$ cat src/rtl/fxc_pkg.sv
package fxc_pkg;
  typedef enum logic [1:0] {
    ST_IDLE  = 2'd0,
    ST_LOOK  = 2'd1,
    ST_FAULT = 2'd2
  } fxc_state_e;
endpackage

$ cat src/rtl/fxc_entries.sv
module fxc_entries #(
  parameter int PN_W = 20
) (
  input  logic            clk,
  input  logic            rst_n,
  input  logic [PN_W-1:0] lk_epn,
  input  logic            flush,
  input  logic            touch,
  input  logic            fill,
  input  logic [PN_W-1:0] fill_epn,
  input  logic [PN_W-1:0] fill_rpn,
  output logic            hit,
  output logic [PN_W-1:0] hit_rpn,
  output logic [1:0]      hit_vec,
  output logic [1:0]      vld
);
  localparam int NENT = 2;

  logic [PN_W-1:0] epn_q [NENT];
  logic [PN_W-1:0] rpn_q [NENT];
  logic [1:0]      v_q;
  logic            lru_q;

  generate
    for (genvar g = 0; g < NENT; g++) begin : g_cmp
      assign hit_vec[g] = v_q[g] && (epn_q[g] == lk_epn);
    end
  endgenerate

  assign hit     = |hit_vec;
  assign hit_rpn = hit_vec[1] ? rpn_q[1] : rpn_q[0];
  assign vld     = v_q;

  always_ff @(posedge clk) begin
    for (int i = 0; i < NENT; i++) begin
      if (fill && !flush && (lru_q == i[0])) begin
        epn_q[i] <= fill_epn;
        rpn_q[i] <= fill_rpn;
      end
    end
  end

  always_ff @(posedge clk or negedge rst_n) begin
    if (!rst_n) begin
      v_q   <= '0;
      lru_q <= 1'b0;
    end else if (flush) begin
      v_q <= '0;
    end else if (fill) begin
      v_q[lru_q] <= 1'b1;
      lru_q      <= ~lru_q;
    end else if (touch && hit) begin
      lru_q <= ~hit_vec[1];
    end
  end
endmodule

$ cat src/rtl/fxc_tlb.sv
module fxc_tlb #(
  parameter int PN_W  = 20,
  parameter int DEPTH = 64
) (
  input  logic            clk,
  input  logic            rst_n,
  input  logic            flush,
  input  logic            rd_en,
  input  logic [PN_W-1:0] rd_epn,
  input  logic            wr_en,
  input  logic [PN_W-1:0] wr_epn,
  input  logic [PN_W-1:0] wr_rpn,
  input  logic            wr_xok,
  output logic            rd_hit,
  output logic            rd_xok,
  output logic [PN_W-1:0] rd_rpn
);
  localparam int IDX_W = (DEPTH > 1) ? $clog2(DEPTH) : 1;

  function automatic logic [IDX_W-1:0] fold(input logic [PN_W-1:0] e);
    logic [IDX_W-1:0] acc;
    acc = '0;
    for (int b = 0; b < PN_W; b++) acc[b % IDX_W] = acc[b % IDX_W] ^ e[b];
    return acc;
  endfunction

  logic [PN_W-1:0]  tag_m [DEPTH];
  logic [PN_W-1:0]  rpn_m [DEPTH];
  logic             xok_m [DEPTH];
  logic [DEPTH-1:0] v_q;

  logic [PN_W-1:0]  q_tag, q_want, q_rpn;
  logic             q_x, q_v;

  logic [IDX_W-1:0] ri, wi;
  assign ri = fold(rd_epn);
  assign wi = fold(wr_epn);

  always_ff @(posedge clk) begin
    if (wr_en) begin
      tag_m[wi] <= wr_epn;
      rpn_m[wi] <= wr_rpn;
      xok_m[wi] <= wr_xok;
    end
  end

  always_ff @(posedge clk) begin
    if (rd_en) begin
      q_tag  <= tag_m[ri];
      q_rpn  <= rpn_m[ri];
      q_x    <= xok_m[ri];
      q_want <= rd_epn;
    end
  end

  always_ff @(posedge clk or negedge rst_n) begin
    if (!rst_n) begin
      v_q <= '0;
      q_v <= 1'b0;
    end else begin
      if (flush)      v_q     <= '0;
      else if (wr_en) v_q[wi] <= 1'b1;
      if (rd_en)      q_v     <= v_q[ri] && !flush;
    end
  end

  assign rd_hit = q_v && (q_tag == q_want);
  assign rd_xok = q_x;
  assign rd_rpn = q_rpn;
endmodule

$ cat src/rtl/fxc_ctrl.sv
module fxc_ctrl
  import fxc_pkg::*;
(
  input  logic clk,
  input  logic rst_n,
  input  logic fa_valid,
  input  logic xlate_on,
  input  logic ent_hit,
  input  logic tlb_hit,
  input  logic tlb_xok,
  input  logic pte_valid,
  input  logic pte_xok,
  input  logic redirect,
  input  logic inval,
  output logic fa_ready,
  output logic accept,
  output logic tlb_rd,
  output logic fill_tlb,
  output logic fill_pte,
  output logic in_fault
);
  fxc_state_e st_q, st_d;

  assign fa_ready = (st_q == ST_IDLE) && (!xlate_on || ent_hit);
  assign accept   = fa_valid && fa_ready;
  assign tlb_rd   = (st_q == ST_IDLE) && fa_valid && xlate_on && !ent_hit;
  assign fill_tlb = (st_q == ST_LOOK) && !inval && tlb_hit && tlb_xok;
  assign fill_pte = (st_q == ST_FAULT) && pte_valid && pte_xok;
  assign in_fault = (st_q == ST_FAULT);

  always_comb begin
    st_d = st_q;
    unique case (st_q)
      ST_IDLE:  if (tlb_rd) st_d = ST_LOOK;
      ST_LOOK:  st_d = (inval || (tlb_hit && tlb_xok)) ? ST_IDLE : ST_FAULT;
      ST_FAULT: if (pte_valid || redirect) st_d = ST_IDLE;
      default:  st_d = ST_IDLE;
    endcase
  end

  always_ff @(posedge clk or negedge rst_n) begin
    if (!rst_n) st_q <= ST_IDLE;
    else        st_q <= st_d;
  end
endmodule

$ cat src/rtl/fetch_xlate_cache.sv
module fetch_xlate_cache #(
  parameter int EA_W      = 32,
  parameter int TLB_DEPTH = 64
) (
  input  logic               clk,
  input  logic               rst_n,
  input  logic               fa_valid,
  output logic               fa_ready,
  input  logic [EA_W-1:0]    fa_ea,
  input  logic               xlate_on,
  output logic               ra_valid,
  output logic [EA_W-1:0]    ra_addr,
  output logic               fault,
  input  logic               redirect,
  input  logic               pte_valid,
  input  logic [EA_W-13:0]   pte_epn,
  input  logic [EA_W-13:0]   pte_rpn,
  input  logic               pte_xok,
  input  logic               inval
);
  localparam int PG_W = 12;
  localparam int PN_W = EA_W - PG_W;

  logic [PN_W-1:0] cur_epn, hit_rpn, tlb_rpn, fill_epn, fill_rpn;
  logic            ent_hit, tlb_hit, tlb_xok;
  logic            accept, tlb_rd, fill_tlb, fill_pte, in_fault;
  logic [1:0]      hit_vec, ent_vld;

  assign cur_epn  = fa_ea[EA_W-1:PG_W];
  assign fill_epn = fill_pte ? pte_epn : cur_epn;
  assign fill_rpn = fill_pte ? pte_rpn : tlb_rpn;

  fxc_ctrl u_ctrl (
    .clk(clk), .rst_n(rst_n), .fa_valid(fa_valid), .xlate_on(xlate_on),
    .ent_hit(ent_hit), .tlb_hit(tlb_hit), .tlb_xok(tlb_xok),
    .pte_valid(pte_valid), .pte_xok(pte_xok), .redirect(redirect), .inval(inval),
    .fa_ready(fa_ready), .accept(accept), .tlb_rd(tlb_rd),
    .fill_tlb(fill_tlb), .fill_pte(fill_pte), .in_fault(in_fault)
  );

  fxc_entries #(.PN_W(PN_W)) u_ent (
    .clk(clk), .rst_n(rst_n), .lk_epn(cur_epn), .flush(inval),
    .touch(accept && xlate_on), .fill(fill_tlb || fill_pte),
    .fill_epn(fill_epn), .fill_rpn(fill_rpn),
    .hit(ent_hit), .hit_rpn(hit_rpn), .hit_vec(hit_vec), .vld(ent_vld)
  );

  fxc_tlb #(.PN_W(PN_W), .DEPTH(TLB_DEPTH)) u_tlb (
    .clk(clk), .rst_n(rst_n), .flush(inval),
    .rd_en(tlb_rd), .rd_epn(cur_epn),
    .wr_en(pte_valid), .wr_epn(pte_epn), .wr_rpn(pte_rpn), .wr_xok(pte_xok),
    .rd_hit(tlb_hit), .rd_xok(tlb_xok), .rd_rpn(tlb_rpn)
  );

  always_ff @(posedge clk or negedge rst_n) begin
    if (!rst_n) begin
      ra_valid <= 1'b0;
      ra_addr  <= '0;
    end else begin
      ra_valid <= accept;
      if (accept) ra_addr <= xlate_on ? {hit_rpn, fa_ea[PG_W-1:0]} : fa_ea;
    end
  end

  assign fault = in_fault;
endmodule

$ cat config.mk
export PLATFORM = sky130hd
export DESIGN_NAME = fetch_xlate_cache
export DESIGN_NICKNAME = d
export VERILOG_FILES = /design/src/rtl/fxc_pkg.sv /design/src/rtl/fxc_entries.sv /design/src/rtl/fxc_tlb.sv /design/src/rtl/fxc_ctrl.sv /design/src/rtl/fetch_xlate_cache.sv
export SDC_FILE = /design/constraint.sdc
export NUM_CORES = 2
export LEC_CHECK = 0
export BUFFER_PORTS_ARGS = -buffer_cell sky130_fd_sc_hd__buf_2
export CORE_AREA = 4 4 422 424
export CTS_CLUSTER_DIAMETER = 80
export DETAILED_ROUTE_END_ITERATION = 12
export DIE_AREA = 0 0 426 428
export PLACE_DENSITY_LB_ADDON = 0.15
export SLEW_MARGIN = 20
export SYNTH_ARGS = -nofsm -noshare
export SYNTH_HDL_FRONTEND = slang
export SYNTH_SLANG_ARGS = --single-unit
$ cat constraint.sdc
create_clock -name clk -period 7.05 [get_ports clk]
set_input_delay 0.705 -clock clk [delete_from_list [all_inputs] [get_ports clk]]
set_output_delay 0.705 -clock clk [all_outputs]
set_load 0.01 [all_outputs]
== After elaboration in Yosys (flattened, before gate mapping) ==
Memory sizes are Yosys's and may differ from the RTL's. A register that Yosys moved wholly into a read port is not among the register bits.
Index checks and enable logic that the tools add are counted.
Storage, ports and cells
  register bits: 123
  logic and storage cells: 128
  memories: 5
  memory bits (writable): 2704
  output and inout bits: 35
Operators by class
  reductions and logical operators: 38
  equal/unequal tests: 7
  bitwise operators: 33
  $lt $le $gt $ge: 5
  multiplexer cells: 32
Memory list
  u_tlb.rpn_m: words 64, bits a word 20, read ports 1, clocked after memory_dff 1, wr ports 1, RTL line fxc_tlb.sv:28  | logic [PN_W-1:0] rpn_m [DEPTH];
  u_tlb.tag_m: words 64, bits a word 20, read ports 1, clocked after memory_dff 1, wr ports 1, RTL line fxc_tlb.sv:27  | logic [PN_W-1:0] tag_m [DEPTH];
  u_tlb.xok_m: words 64, bits a word 1, read ports 1, clocked after memory_dff 1, wr ports 1, RTL line fxc_tlb.sv:29  | logic xok_m [DEPTH];
  u_ent.epn_q: words 2, bits a word 20, read ports 2, clocked after memory_dff 0, wr ports 1, RTL line fxc_entries.sv:19  | logic [PN_W-1:0] epn_q [NENT];
  u_ent.rpn_q: words 2, bits a word 20, read ports 2, clocked after memory_dff 0, wr ports 1, RTL line fxc_entries.sv:20  | logic [PN_W-1:0] rpn_q [NENT];
Operators by type and width (number)
  2-to-1 mux 64 bit: 2
  2-to-1 mux 20 bit: 5
  bitwise OR 64 bit: 1
  equality test 20 bit: 3
  OR reduction 20 bit: 2
  2-to-1 mux 32 bit: 1
  bitwise XOR 1 bit: 28
  logical AND 1 bit: 22
  2-to-1 mux 1 bit: 15
  less-than comparator 6 x 7 -> 1 bit (second input constant): 2
  2-to-1 mux 2 bit: 5
  binary-select mux 1 bit (select 6 bit): 1
  demux 1 bit (select 6 bit): 1
  >= comparator 6 x 1 -> 1 bit (second input constant): 1
  case mux 2 bit (3 select lines): 1
  nonzero test 2 bit: 3
  logical OR 1 bit: 4
  AND reduction 2 bit: 2
  zero test 1 bit: 3
  inverter 1 bit: 3
  equality test 2 x 1 -> 1 bit (second input constant): 1
  equality test 2 bit (second input constant): 1
  zero test 2 bit: 1
  less-than comparator 1 x 2 -> 1 bit (second input constant): 1
  other kinds (6): 6

== Logic depth before layout (Yosys ltp) ==
  word-level depth: 11
  mapped depth: 11

== By module ==
Synthesis repeated with hierarchy kept, for this count alone.
Second synthesis, totals
  cell total of the unflattened synthesis: 4881
  area, all modules: 110385.9 um^2
By module, submodules not included
  fxc_tlb: instances 1, cells an instance 4523, area an instance 104711.7 um^2
  fxc_entries: instances 1, cells an instance 182, area an instance 3375.7 um^2
  fetch_xlate_cache: instances 1, cells an instance 161, area an instance 2160.8 um^2
  fxc_ctrl: instances 1, cells an instance 15, area an instance 137.6 um^2

== Worst setup path after synthesis ==
No wires, ideal clock.
  path type: in2reg
  start point: in fa_ea[16]
  end point: reg u_tlb.q_v
  buffers on the path: 1
  library setup time: 0.294 ns
  setup slack: 1.907 ns
  arrival: 4.849 ns
  cell stages on the path: 8
  cell sequence: clkbuf_1 -> xnor2_1 -> nand4_1 -> nor4_1 -> and4_1 -> a41oi_1 -> nor2b_1 -> o32ai_1
Between the ends
  longest elaborated chain between the ends: 5
RTL lines
  start: declaration: RTL line fetch_xlate_cache.sv:9  | input logic [EA_W-1:0] fa_ea,
  equality test 20 bit: RTL line fxc_entries.sv:26  | assign hit_vec[g] = v_q[g] && (epn_q[g] == lk_epn);
  logical AND 1 bit: RTL line fxc_entries.sv:26
  OR reduction 2 bit *: RTL line fxc_entries.sv:30  | assign hit = |hit_vec;
  zero test 1 bit *: RTL line fxc_ctrl.sv:26  | assign tlb_rd = (st_q == ST_IDLE) && fa_valid && xlate_on && !ent_hit;
  logical AND 1 bit *: RTL line fxc_ctrl.sv:26
  net tlb_rd: RTL line fetch_xlate_cache.sv:26  | logic accept, tlb_rd, fill_tlb, fill_pte, in_fault;
  end signal: assignment: RTL line fxc_tlb.sv:63  | if (rd_en) q_v <= v_q[ri] && !flush;
  end: declaration: RTL line fxc_tlb.sv:33  | logic q_x, q_v;
Mark *: on every way through the listed nets, which the timed path passes. The rest lies on a longest branch. The select of a mux whose other input is x is not followed.
A chain may end at the register's enable or synchronous reset.

==> results.py <==
metrics = {
    "detailed_routing": {
        "drtIter0Drc": 8641,
        "wl_per_cell_um": 36.4,
        "drt_wl_total_um": 287000,
        "via_per_inst": 7.04,
        "ant_nets": 0,
        "firstDrtPassIters": 10,
        "drc": 0,
        "vias": 55606,
    },
    "floorplanning": {
        "core-area_um2": 174000,
        "row_count": 153,
        "start_util_pct": 63.0,
        "dieArea_um2": 182000,
        "die-width_um": 426,
        "pin_count": 115,
        "die_y_um": 428,
    },
    "final_layout": {
        "utilization_pct": 70.8,
        "layout-drive-gt1-share_pct": 25.5,
        "area_delta_synth_final_pct": 12.4,
        "num-fill-cells": 10232,
        "num-nets-final": 5435,
    },
    "worst_setup_path": {
        "critPathLaunchType": "register",
        "crit_arrival_ns": 4.04,
        "cp.required_ns": 6.34,
        "startpoint": "u_ent.epn_q[0][20]",
        "critPathKind": "register to output port",
        "endpoint_kind": "output port",
        "r2r_slack_ns": 3.00,
        "cp_max_fo": 22,
        "r2r_start": "u_ent.epn_q[0][20]",
    },
    "synthesis": {
        "synthesis.instances": 5042,
        "yosysMostFrequentCell": "edfxtp_1",
        "syn-num-nets": 5122,
        "ys_seq_elements": 2868,
        "synth_top_cell_by_area": "edfxtp_1",
        "synth_area_um2": 110000,
        "synthDistinctLibCells": 45,
        "syn_avg_cell_area_um2": 21.7,
        "synth-async-reset-ratio_pct": 3.59,
        "yosys-top-cells-count": "2765 x edfxtp_1, 662 x mux4_2, 410 x a22oi_1",
        "synth_area_leaders": "edfxtp_1 76%, mux4_2 14%, a22oi_1 2.8%",
        "synth_top_area_share_pct": 75.8,
        "synth_warnings": 0,
        "ys_seq_area_share_pct": 78.2,
        "synth-edff-count": 2765,
        "ys.flop_type": "edfxtp_1",
    },
    "timing": {
        "fmax_mhz": 211,
        "fin_ws_ns": 2.30,
        "grt_setup_unrepaired": "false",
        "slew_headroom_pct": 21.7,
        "setup_viol": 0,
        "worstMarginPinSlew_ns": 1.17,
        "finalCriticalPeriod_ns": 4.75,
        "clock_skew_ns": 0.0478,
        "post-route-period-util_pct": 67.3,
        "finalMaxSlewViolations": 0,
        "setup_tns_ns": 0,
        "hold_slack_ns": 0.112,
        "hold_viol": 0,
    },
    "clock_tree": {
        "clock_latency_ns": 0.92,
        "cts_sinks": 2868,
        "htreeDepth": 5,
        "clkTransAtPathRegs_ns": 0.06,
        "ctsRootBufferMaster": "clkbuf_16",
        "clk_path_buf_depth": 4,
        "cts_tree": "done",
        "post_cts_resized": 0,
        "cts_hold_buf": 13,
        "cts_setup_buffers": 0,
        "cts_buffers": 294,
    },
    "power": {
        "fin_total_pwr_mw": 39.1,
        "p_leak_nw": 39.6,
        "peakVddDrop_uv": 261,
        "cellPowerDensity_nw_per_um2": 318,
    },
    "grt": {
        "grt_pass1_vias": 55099,
        "overflow": 0,
        "grt_pass1_wl_um": 409000,
        "antenna_found_initial": 19,
        "grtUsageTotal_pct": 31.9,
        "grt_max_degree": 134,
    },
    "placed_design": {
        "port-buffer-count": 114,
        "dp_hpwl_um": 151000,
        "post-place-ws_ns": 2.14,
        "place.gp.congestion": 0.851,
    },
    "job": {
        "timing.max_cap.violations": 0,
    },
    "worst_hold_path": {
        "min_from": "pte_epn[19]",
        "hold_class": "primary input to register",
    },
    "status": {
        "outcome": "completed",
    },
}
power breakdown:
group	internal [mW]	switching [mW]	leakage, nW
combinational	2.03	2.98	8.89
clock	8.66	6.20	4.41
sequential	19.1	0.135	26.3
total	29.8	9.31	39.6
worst max-delay path, cell delays in order, from the launching register on:
cell and delay [ns]:
edfxtp_1 0.39, xnor2_1 0.31, nand4_1 0.12, nor4_1 0.31, and4_1 0.92, a41oi_1 0.43, a21boi_0 0.43, buf_2 0.20
final timing paths:
path / endpoint / cells past startpoint
max in group asynchronous: u_tlb.v_q[13] / 3
max: fa_ready / 7
min: u_tlb.tag_m[45][19] / 1
min reg2reg: ra_addr[5] / 1
max reg2reg: ra_addr[0] / 7
min in group asynchronous: ra_addr[1] / 2
cell type report:
cell class / instances / area (um2) / area share (%)
Antenna cell: 9 / 22.5 / 0.0183
Clock buffer: 368 / 7900 / 6.42
Clock inverter: 135 / 1140 / 0.929
Inverter: 3 / 12.5 / 0.0102
Multi-Input combinational cell: 1883 / 23000 / 18.7
Sequential cell: 2868 / 85600 / 69.5
Tap cell: 2325 / 2910 / 2.36
Timing Repair Buffer: 305 / 2460 / 2.00
metal layers:
| metal | track usage [%] | vias up | part of all wire (%) |
|---|---|---|---|
| li1 | - | 21694 | - |
| met1 | 46.8 | 29323 | 37 |
| met2 | 47.7 | 4006 | 47 |
| met3 | 8.38 | 581 | 13 |
| met4 | 10.8 | 2 | 3.4 |
| met5 | 0.635 | - | 0.055 |
placed cells by master (no fill, tap or decap), types with 4 or more instances in the layout:
cell type,instances
buf_4,155
nor2_4,70
o21a_1,64
buf_2,106
buf_16,4
a22oi_1,410
clkbuf_1,60
nand2_1,391
bufinv_16,21
buf_12,25
mux4_2,662
nand3_1,10
nor4_1,10
dfrtp_1,103
xnor2_1,64
clkbuf_16,305
clkinv_1,69
diode_2,9
a31oi_1,21
clkinvlp_4,7
dlygate4sd3_1,13
mux2_1,31
clkinv_2,36
nand4_1,20
edfxtp_1,2765
nor2_1,36
mux2i_1,22
xor2_1,27
sequential cells by signal (all words and copies together) (netlist names):
register,count
ra_addr,32
u_tlb.xok_m,64
u_tlb.tag_m,1280
u_ent.epn_q,40
ra_valid,1
u_tlb.q_want,20
u_tlb.q_tag,20
u_tlb.v_q,64
u_ent.lru_q,1
u_tlb.rd_rpn,20
u_ctrl.st_q,2
u_tlb.q_v,1
u_tlb.rd_xok,1
u_ent.vld,2
u_tlb.rpn_m,1280
u_ent.rpn_q,40
cells by family after synthesis:
| family | share of synthesized area [%] |
|---|---|
| flip-flops | 78.2 |
| multiplexers | 14.2 |
| AND/OR/NAND/NOR | 2.04 |
| AO/OA/AOI/OAI | 3.48 |
| buffers and inverters | 1.35 |
| XOR/XNOR | 0.824 |
per-stage QoR:
stage          instance area (um2)  instances
2_1_floorplan               110000       5042
3_3_place_gp                114000       7363
3_5_place_dp                114000       7368
4_1_cts                     123000       7884
5_1_grt                     123000       7894
6_report                    123000       7896
Power figures use the tool's default switching activity.
